## src/rtl/cnt_access_pkg.sv

```systemverilog
`timescale 1ns/1ps
package cnt_access_pkg;

    typedef enum logic [2:0] {
        EM_M  = 3'd0,
        EM_HS = 3'd1,
        EM_HU = 3'd2,
        EM_VS = 3'd3,
        EM_VU = 3'd4
    } exec_mode_e;

    typedef enum logic [1:0] {
        VD_NONE    = 2'd0,
        VD_ALLOW   = 2'd1,
        VD_ILLEGAL = 2'd2,
        VD_VIRTUAL = 2'd3
    } verdict_e;

    typedef struct packed {
        logic valid;
        logic hit;
        logic allow;
        logic illegal;
        logic virt_instr;
    } guard_rsp_t;

    localparam logic [1:0] PRIV_M = 2'b11;
    localparam logic [1:0] PRIV_S = 2'b01;

    function automatic exec_mode_e decode_mode(input logic [1:0] priv, input logic virt);
        exec_mode_e m;
        if (priv == PRIV_M)      m = EM_M;
        else if (priv == PRIV_S) m = virt ? EM_VS : EM_HS;
        else                     m = virt ? EM_VU : EM_HU;
        return m;
    endfunction

endpackage

```

## src/rtl/cnt_addr_window.sv

```systemverilog
`timescale 1ns/1ps
module cnt_addr_window #(
    parameter int          ADDR_W  = 12,
    parameter int          NUM_CNT = 32,
    parameter logic [11:0] BASE    = 12'hC00,
    localparam int         IDX_W   = $clog2(NUM_CNT)
) (
    input  logic [ADDR_W-1:0] addr,
    output logic              hit,
    output logic [IDX_W-1:0]  idx
);
    localparam logic [ADDR_W:0] LO = {1'b0, ADDR_W'(BASE)};
    localparam logic [ADDR_W:0] HI = LO + (ADDR_W+1)'(NUM_CNT);

    logic [ADDR_W:0] addr_ext;
    logic [ADDR_W:0] offset;

    always_comb begin
        addr_ext = {1'b0, addr};
        offset   = addr_ext - LO;
        hit      = (addr_ext >= LO) && (addr_ext < HI);
        idx      = offset[IDX_W-1:0];
    end
endmodule

```

## src/rtl/cnt_perm_eval.sv

```systemverilog
`timescale 1ns/1ps
module cnt_perm_eval
    import cnt_access_pkg::*;
#(
    parameter int  NUM_CNT = 32,
    localparam int IDX_W   = $clog2(NUM_CNT)
) (
    input  exec_mode_e         mode,
    input  logic               hit,
    input  logic               write,
    input  logic [IDX_W-1:0]   idx,
    input  logic [NUM_CNT-1:0] men,
    input  logic [NUM_CNT-1:0] hen,
    input  logic [NUM_CNT-1:0] sen,
    output verdict_e           verdict
);
    logic m_ok, h_ok, s_ok;

    always_comb begin
        m_ok = men[idx];
        h_ok = hen[idx];
        s_ok = sen[idx];
        verdict = VD_ALLOW;
        if (!hit) begin
            verdict = VD_NONE;
        end else if (write) begin
            verdict = VD_ILLEGAL;
        end else begin
            unique case (mode)
                EM_M:  verdict = VD_ALLOW;
                EM_HS: verdict = m_ok ? VD_ALLOW : VD_ILLEGAL;
                EM_VS: begin
                    if (!m_ok)      verdict = VD_ILLEGAL;
                    else if (!h_ok) verdict = VD_VIRTUAL;
                end
                EM_HU: begin
                    if (!m_ok || !s_ok) verdict = VD_ILLEGAL;
                end
                EM_VU: begin
                    if (!m_ok)      verdict = VD_ILLEGAL;
                    else if (!h_ok) verdict = VD_VIRTUAL;
                    else if (!s_ok) verdict = VD_VIRTUAL;
                end
                default: verdict = VD_ILLEGAL;
            endcase
        end
    end
endmodule

```

## src/rtl/cnt_ovf_view.sv

```systemverilog
`timescale 1ns/1ps
module cnt_ovf_view
    import cnt_access_pkg::*;
#(
    parameter int NUM_CNT   = 32,
    parameter int FIRST_HPM = 3
) (
    input  exec_mode_e         mode,
    input  logic [NUM_CNT-1:0] flags,
    input  logic [NUM_CNT-1:0] men,
    input  logic [NUM_CNT-1:0] hen,
    output logic [NUM_CNT-1:0] view
);
    logic [NUM_CNT-1:0] grant;

    always_comb begin
        unique case (mode)
            EM_M:    grant = '1;
            EM_HS:   grant = men;
            EM_VS:   grant = men & hen;
            default: grant = '0;
        endcase
    end

    for (genvar b = 0; b < NUM_CNT; b++) begin : g_bit
        if (b < FIRST_HPM) begin : g_fixed
            assign view[b] = 1'b0;
        end else begin : g_event
            assign view[b] = flags[b] & grant[b];
        end
    end
endmodule

```

## src/rtl/cnt_access_guard.sv

```systemverilog
`timescale 1ns/1ps
module cnt_access_guard
    import cnt_access_pkg::*;
#(
    parameter int          ADDR_W    = 12,
    parameter int          NUM_CNT   = 32,
    parameter int          FIRST_HPM = 3,
    parameter logic [11:0] BASE      = 12'hC00
) (
    input  logic               clk,
    input  logic               rst_n,
    input  logic               req_valid,
    input  logic [ADDR_W-1:0]  req_addr,
    input  logic               req_write,
    input  logic [1:0]         priv,
    input  logic               virt,
    input  logic [NUM_CNT-1:0] men,
    input  logic [NUM_CNT-1:0] hen,
    input  logic [NUM_CNT-1:0] sen,
    input  logic [NUM_CNT-1:0] ovf_flags,
    output logic               rsp_valid,
    output logic               rsp_hit,
    output logic               rsp_allow,
    output logic               rsp_illegal,
    output logic               rsp_virtual,
    output logic [NUM_CNT-1:0] ovf_view
);
    localparam int IDX_W = $clog2(NUM_CNT);

    exec_mode_e         mode;
    logic               win_hit;
    logic [IDX_W-1:0]   win_idx;
    verdict_e           verdict;
    logic [NUM_CNT-1:0] view_c;

    guard_rsp_t         rsp_d, rsp_q;
    logic [NUM_CNT-1:0] ovf_d, ovf_q;

    assign mode = decode_mode(priv, virt);

    cnt_addr_window #(.ADDR_W(ADDR_W), .NUM_CNT(NUM_CNT), .BASE(BASE)) u_window (
        .addr (req_addr),
        .hit  (win_hit),
        .idx  (win_idx)
    );

    cnt_perm_eval #(.NUM_CNT(NUM_CNT)) u_perm (
        .mode    (mode),
        .hit     (win_hit),
        .write   (req_write),
        .idx     (win_idx),
        .men     (men),
        .hen     (hen),
        .sen     (sen),
        .verdict (verdict)
    );

    cnt_ovf_view #(.NUM_CNT(NUM_CNT), .FIRST_HPM(FIRST_HPM)) u_ovf (
        .mode  (mode),
        .flags (ovf_flags),
        .men   (men),
        .hen   (hen),
        .view  (view_c)
    );

    always_comb begin
        rsp_d            = '0;
        rsp_d.valid      = req_valid;
        rsp_d.hit        = req_valid && win_hit;
        rsp_d.allow      = req_valid && (verdict == VD_ALLOW);
        rsp_d.illegal    = req_valid && (verdict == VD_ILLEGAL);
        rsp_d.virt_instr = req_valid && (verdict == VD_VIRTUAL);
        ovf_d            = view_c;
    end

    always_ff @(posedge clk or negedge rst_n) begin
        if (!rst_n) begin
            rsp_q <= '0;
            ovf_q <= '0;
        end else begin
            rsp_q <= rsp_d;
            ovf_q <= ovf_d;
        end
    end

    assign rsp_valid   = rsp_q.valid;
    assign rsp_hit     = rsp_q.hit;
    assign rsp_allow   = rsp_q.allow;
    assign rsp_illegal = rsp_q.illegal;
    assign rsp_virtual = rsp_q.virt_instr;
    assign ovf_view    = ovf_q;

    AST_MISS_QUIET: assert property (@(posedge clk) disable iff (!rst_n)
        !rsp_hit |-> !rsp_allow && !rsp_illegal && !rsp_virtual);
    AST_M_READ_ALLOW: assert property (@(posedge clk) disable iff (!rst_n)
        req_valid && win_hit && !req_write && mode == EM_M |=> rsp_allow);
    AST_WRITE_ILLEGAL: assert property (@(posedge clk) disable iff (!rst_n)
        req_valid && win_hit && req_write |=> rsp_illegal && !rsp_allow);
    AST_MEN_GATE: assert property (@(posedge clk) disable iff (!rst_n)
        req_valid && win_hit && mode != EM_M && !men[win_idx] |=> rsp_illegal);
    AST_ONE_VERDICT: assert property (@(posedge clk) disable iff (!rst_n)
        rsp_hit |-> $countones({rsp_allow, rsp_illegal, rsp_virtual}) == 1);
    AST_VALID_FOLLOWS: assert property (@(posedge clk) disable iff (!rst_n)
        req_valid |=> rsp_valid);
    AST_OVF_LOW_ZERO: assert property (@(posedge clk) disable iff (!rst_n)
        ovf_view[FIRST_HPM-1:0] == '0);
    AST_OVF_MEN_MASK: assert property (@(posedge clk) disable iff (!rst_n)
        mode != EM_M |=> (ovf_view & ~$past(men)) == '0);
    AST_OVF_USER_ZERO: assert property (@(posedge clk) disable iff (!rst_n)
        mode == EM_HU || mode == EM_VU |=> ovf_view == '0);
endmodule

```

## config.mk

```make
export PLATFORM = sky130hd
export DESIGN_NAME = cnt_access_guard
export DESIGN_NICKNAME = d
export VERILOG_FILES = /design/src/rtl/cnt_access_pkg.sv /design/src/rtl/cnt_addr_window.sv /design/src/rtl/cnt_perm_eval.sv /design/src/rtl/cnt_ovf_view.sv /design/src/rtl/cnt_access_guard.sv
export SDC_FILE = /design/constraint.sdc
export NUM_CORES = 1
export LEC_CHECK = 0
export ABC_AREA = 1
export CELL_PAD_IN_SITES_DETAIL_PLACEMENT = 1
export CELL_PAD_IN_SITES_GLOBAL_PLACEMENT = 2
export CORE_MARGIN = 3
export CORE_UTILIZATION = 17
export DETAILED_ROUTE_END_ITERATION = 10
export GPL_ROUTABILITY_DRIVEN = 0
export HOLD_SLACK_MARGIN = 0.08
export PLACE_DENSITY_LB_ADDON = 0.2
export SLEW_MARGIN = 10
export SYNTH_ARGS = -nofsm -noshare
export SYNTH_HDL_FRONTEND = slang
export SYNTH_SLANG_ARGS = --single-unit
```

## constraint.sdc

```tcl
create_clock -name clk -period 0.8 [get_ports clk]
set_input_delay 0.16 -clock clk [delete_from_list [all_inputs] [get_ports clk]]
set_output_delay 0.16 -clock clk [all_outputs]
set_load 0.03 [all_outputs]
```

==> results.yml <==
finish:
  n_fill_cell: 1810
  area_growth_pct: 118
  final_cells: 835
  nets: 770
  fin_area_um2: 5790
  drive_gt1_share_pct: 30.3
critical_path:
  startpoint_type: "input pin"
  max_stage_delay_ps: 280
  critPathBufInv: 5
  endpoint_kind: "register"
  critPathRequiredTime_ps: 970
  crit_path_top_delay_cell: "ha_4"
  path_class: "in2reg"
  worst-path-max-fanout: 3
  worstPathArrival_ps: 1580
  crit_family: "simple AND/OR/NAND/NOR gates"
  path_cells: "buf_6, nor2_4, inv_2, ha_4, inv_4, nor3_4, inv_2, nand2_2, inv_2, a31oi_4, and2_4, nand3_4, nand2_2, nor2_1"
  cpMostUsedCell: "inv_2"
floorplanning:
  die_h_um: 131
  dieArea_um2: 17100
  rows: 45
  initial_core_util_pct: 17.4
  core_area_um2: 15300
  die_w_um: 131
  io_pins: 184
hold_path:
  hold_class: "in2reg"
power:
  p_switching_uw: 2160
  p_sw_share_pct: 32.0
  power.density_nw_per_um2: 1160
  intPower_uw: 4580
  power_uw: 6740
  p_leak_uw: 0.00269
  power_frac_clock_pct: 29.0
  combPwrFrac_pct: 43.0
  power_frac_seq_pct: 27.9
  ir_drop_mv: 0.719
drt:
  drtPass1Iterations: 4
  postRouteWirelength_um: 14100
  drc_errors: 0
  num_vias: 3594
  antenna_left: 0
  avgViaCountPerCell: 4.30
  routedWlPerCell_um: 16.9
  drtIter0Drc: 107
global_route:
  track_usage_pct: 16.1
  grt_pass1_vias: 3892
  grt_max_degree: 30
  grt_pass1_wl_um: 21300
  antenna_found_initial: 1
  globalRouteOverflowTotal: 0
cts:
  cts_buffer_depth: 2
  cts_root_buf: "clkbuf_16"
  clk_pin_slew_ps: 60
  htreeDepth: 2
  clock_sinks: 34
  cts_buffers: 5
  cts_tree: "done"
yosys:
  synth_area_leaders: "dfrtp_1 (32%), nand2_1 (22%), nand3_1 (14%)"
  yosysTopAreaCellShare_pct: 32.1
  syn_area_um2: 2650
  synth.distinct_cells: 23
  synth_cells: 407
  synth_area_leader_cell: "dfrtp_1"
  syn_avg_cell_area_um2: 6.52
  seq_area_frac_synth_pct: 32.1
  yosys_register_bits: 34
  yosysWarningCount: 0
sta:
  setup-tns-final_ps: -18080
  hold_viol_final: 0
  finalSetupViolCount: 67
  min_period_over_period_pct: 177
  fmax_mhz: 707
  finalMaxSlewViolations: 0
  rsz0062_at_grt: "yes"
  fin_ws_ps: -614
  period_needed_ps: 1410
job:
  maxCapViolations: 0
placement:
  io_buffers: 177
  dp_hpwl_um: 10300
  dp_slack_ps: -1700
  dpl_cell_area_um2: 4880
  dp.cells: 804
status:
  status: "complete, but fails checks"
  violations: "negative setup slack"
## flip-flops by register name (all words and copies together), names as in the netlist
| register | flops |
|---|---|
| rsp_virtual | 1 |
| rsp_illegal | 1 |
| rsp_hit | 1 |
| rsp_allow | 1 |
| rsp_valid | 1 |
| ovf_view | 29 |
## cells in the mapped netlist (all sizes together)
library cell,instances
inv,30
nand3,74
clkbuf,11
o211ai,29
a31oi,2
and2,1
nand3b,1
or4,1
dfrtp,34
a21boi,29
ha,1
nor3,2
a21oi,2
buf,18
conb,1
nand2,154
o21ai,2
nor2,15
## cell usage in the layout (no fill, tap or decap), drive strengths merged
master	instances
clkdlybuf4s15	2
conb	3
clkinv	1
dlygate4sd3	1
o21ai	2
clkdlybuf4s50	83
a21boi	29
a21oi	2
dlygate4sd2	48
nand2	154
clkbuf	9
inv	30
nand3b	1
and2	1
dlymetal6s2s	2
o211ai	29
nor3	2
nand3	74
nor2	15
dfrtp	34
a31oi	2
buf	97
or4	1
diode	1
ha	1
## routing by layer
metal / part of all wire [%] / GRT usage [%]
met1: 42 / 19.7
met2: 52 / 29.6
met3: 5.0 / 2.52
met4: 1.0 / 3.45
met5: 0 / 0
## worst min-delay path: stages
cell     delay [ps]
buf_6            60
or4_4           120
nor2_4           40
nand2_2          50
nor2_1           30
## power groups by stage
stage / combinational [µW] / clock, µW / sequential [µW]
6_report: 2900 / 1960 / 1880
5_1_grt: 3150 / 2080 / 1890
4_1_cts: 2840 / 2030 / 1890
3_5_place_dp: 2400 / 0 / 1890
3_3_place_gp: 2370 / 0 / 1890
2_1_floorplan: 792 / 0 / 2120
## per-stage QoR
step | util (%) | hold slack [ps]
detailed placement | 32.0 | 136
finish | 38.0 | 210
global placement | 32.0 | 132
CTS | 37.2 | 210
global route | 38.0 | 228
floorplan | - | -136
## kinds of logic after synthesis
family / count (synthesis) / share of synthesized area (%)
simple gates: 248 / 39.3
fa+ha+maj: 1 / 0.472
buf+inv: 59 / 10.3
compound gates: 64 / 17.6
other cells: 1 / 0.141
flops: 34 / 32.1
## worst paths after layout
kind / start / endpoint / slack (ps) / cells past startpoint
max in group asynchronous: rst_n / ovf_view[17]$_DFF_PN0_ / 260 / 3
worst min-delay path: req_addr[7] / rsp_virtual$_DFF_PN0_ / 210 / 5
worst max-delay path: priv[1] / rsp_illegal$_DFF_PN0_ / -610 / 14
min in group asynchronous: rst_n / ovf_view[23]$_DFF_PN0_ / 380 / 3
## area by class of cell
cell class              count  area, µm²  share of cell area, %
clock inverters             1       5.00                 0.0864
diodes                      1       2.50                 0.0432
repair buffers            235       2540                   43.8
flip-flops and latches     34        851                   14.7
well taps                 211        264                   4.56
inverters                  30        138                   2.38
multi-input cells         316       1850                   32.0
clock buffers               7        143                   2.46
## repair_timing
action,4_1_cts,5_1_grt
gates resized for setup,221,33
buffers inserted,10,8
setup endpoints to repair,67,67
endpoints found under the hold margin,34,0
gates cloned,8,2
hold buffers,1,0
pin swaps,49,22
Note: power is estimated with default switching activity, not from simulation.
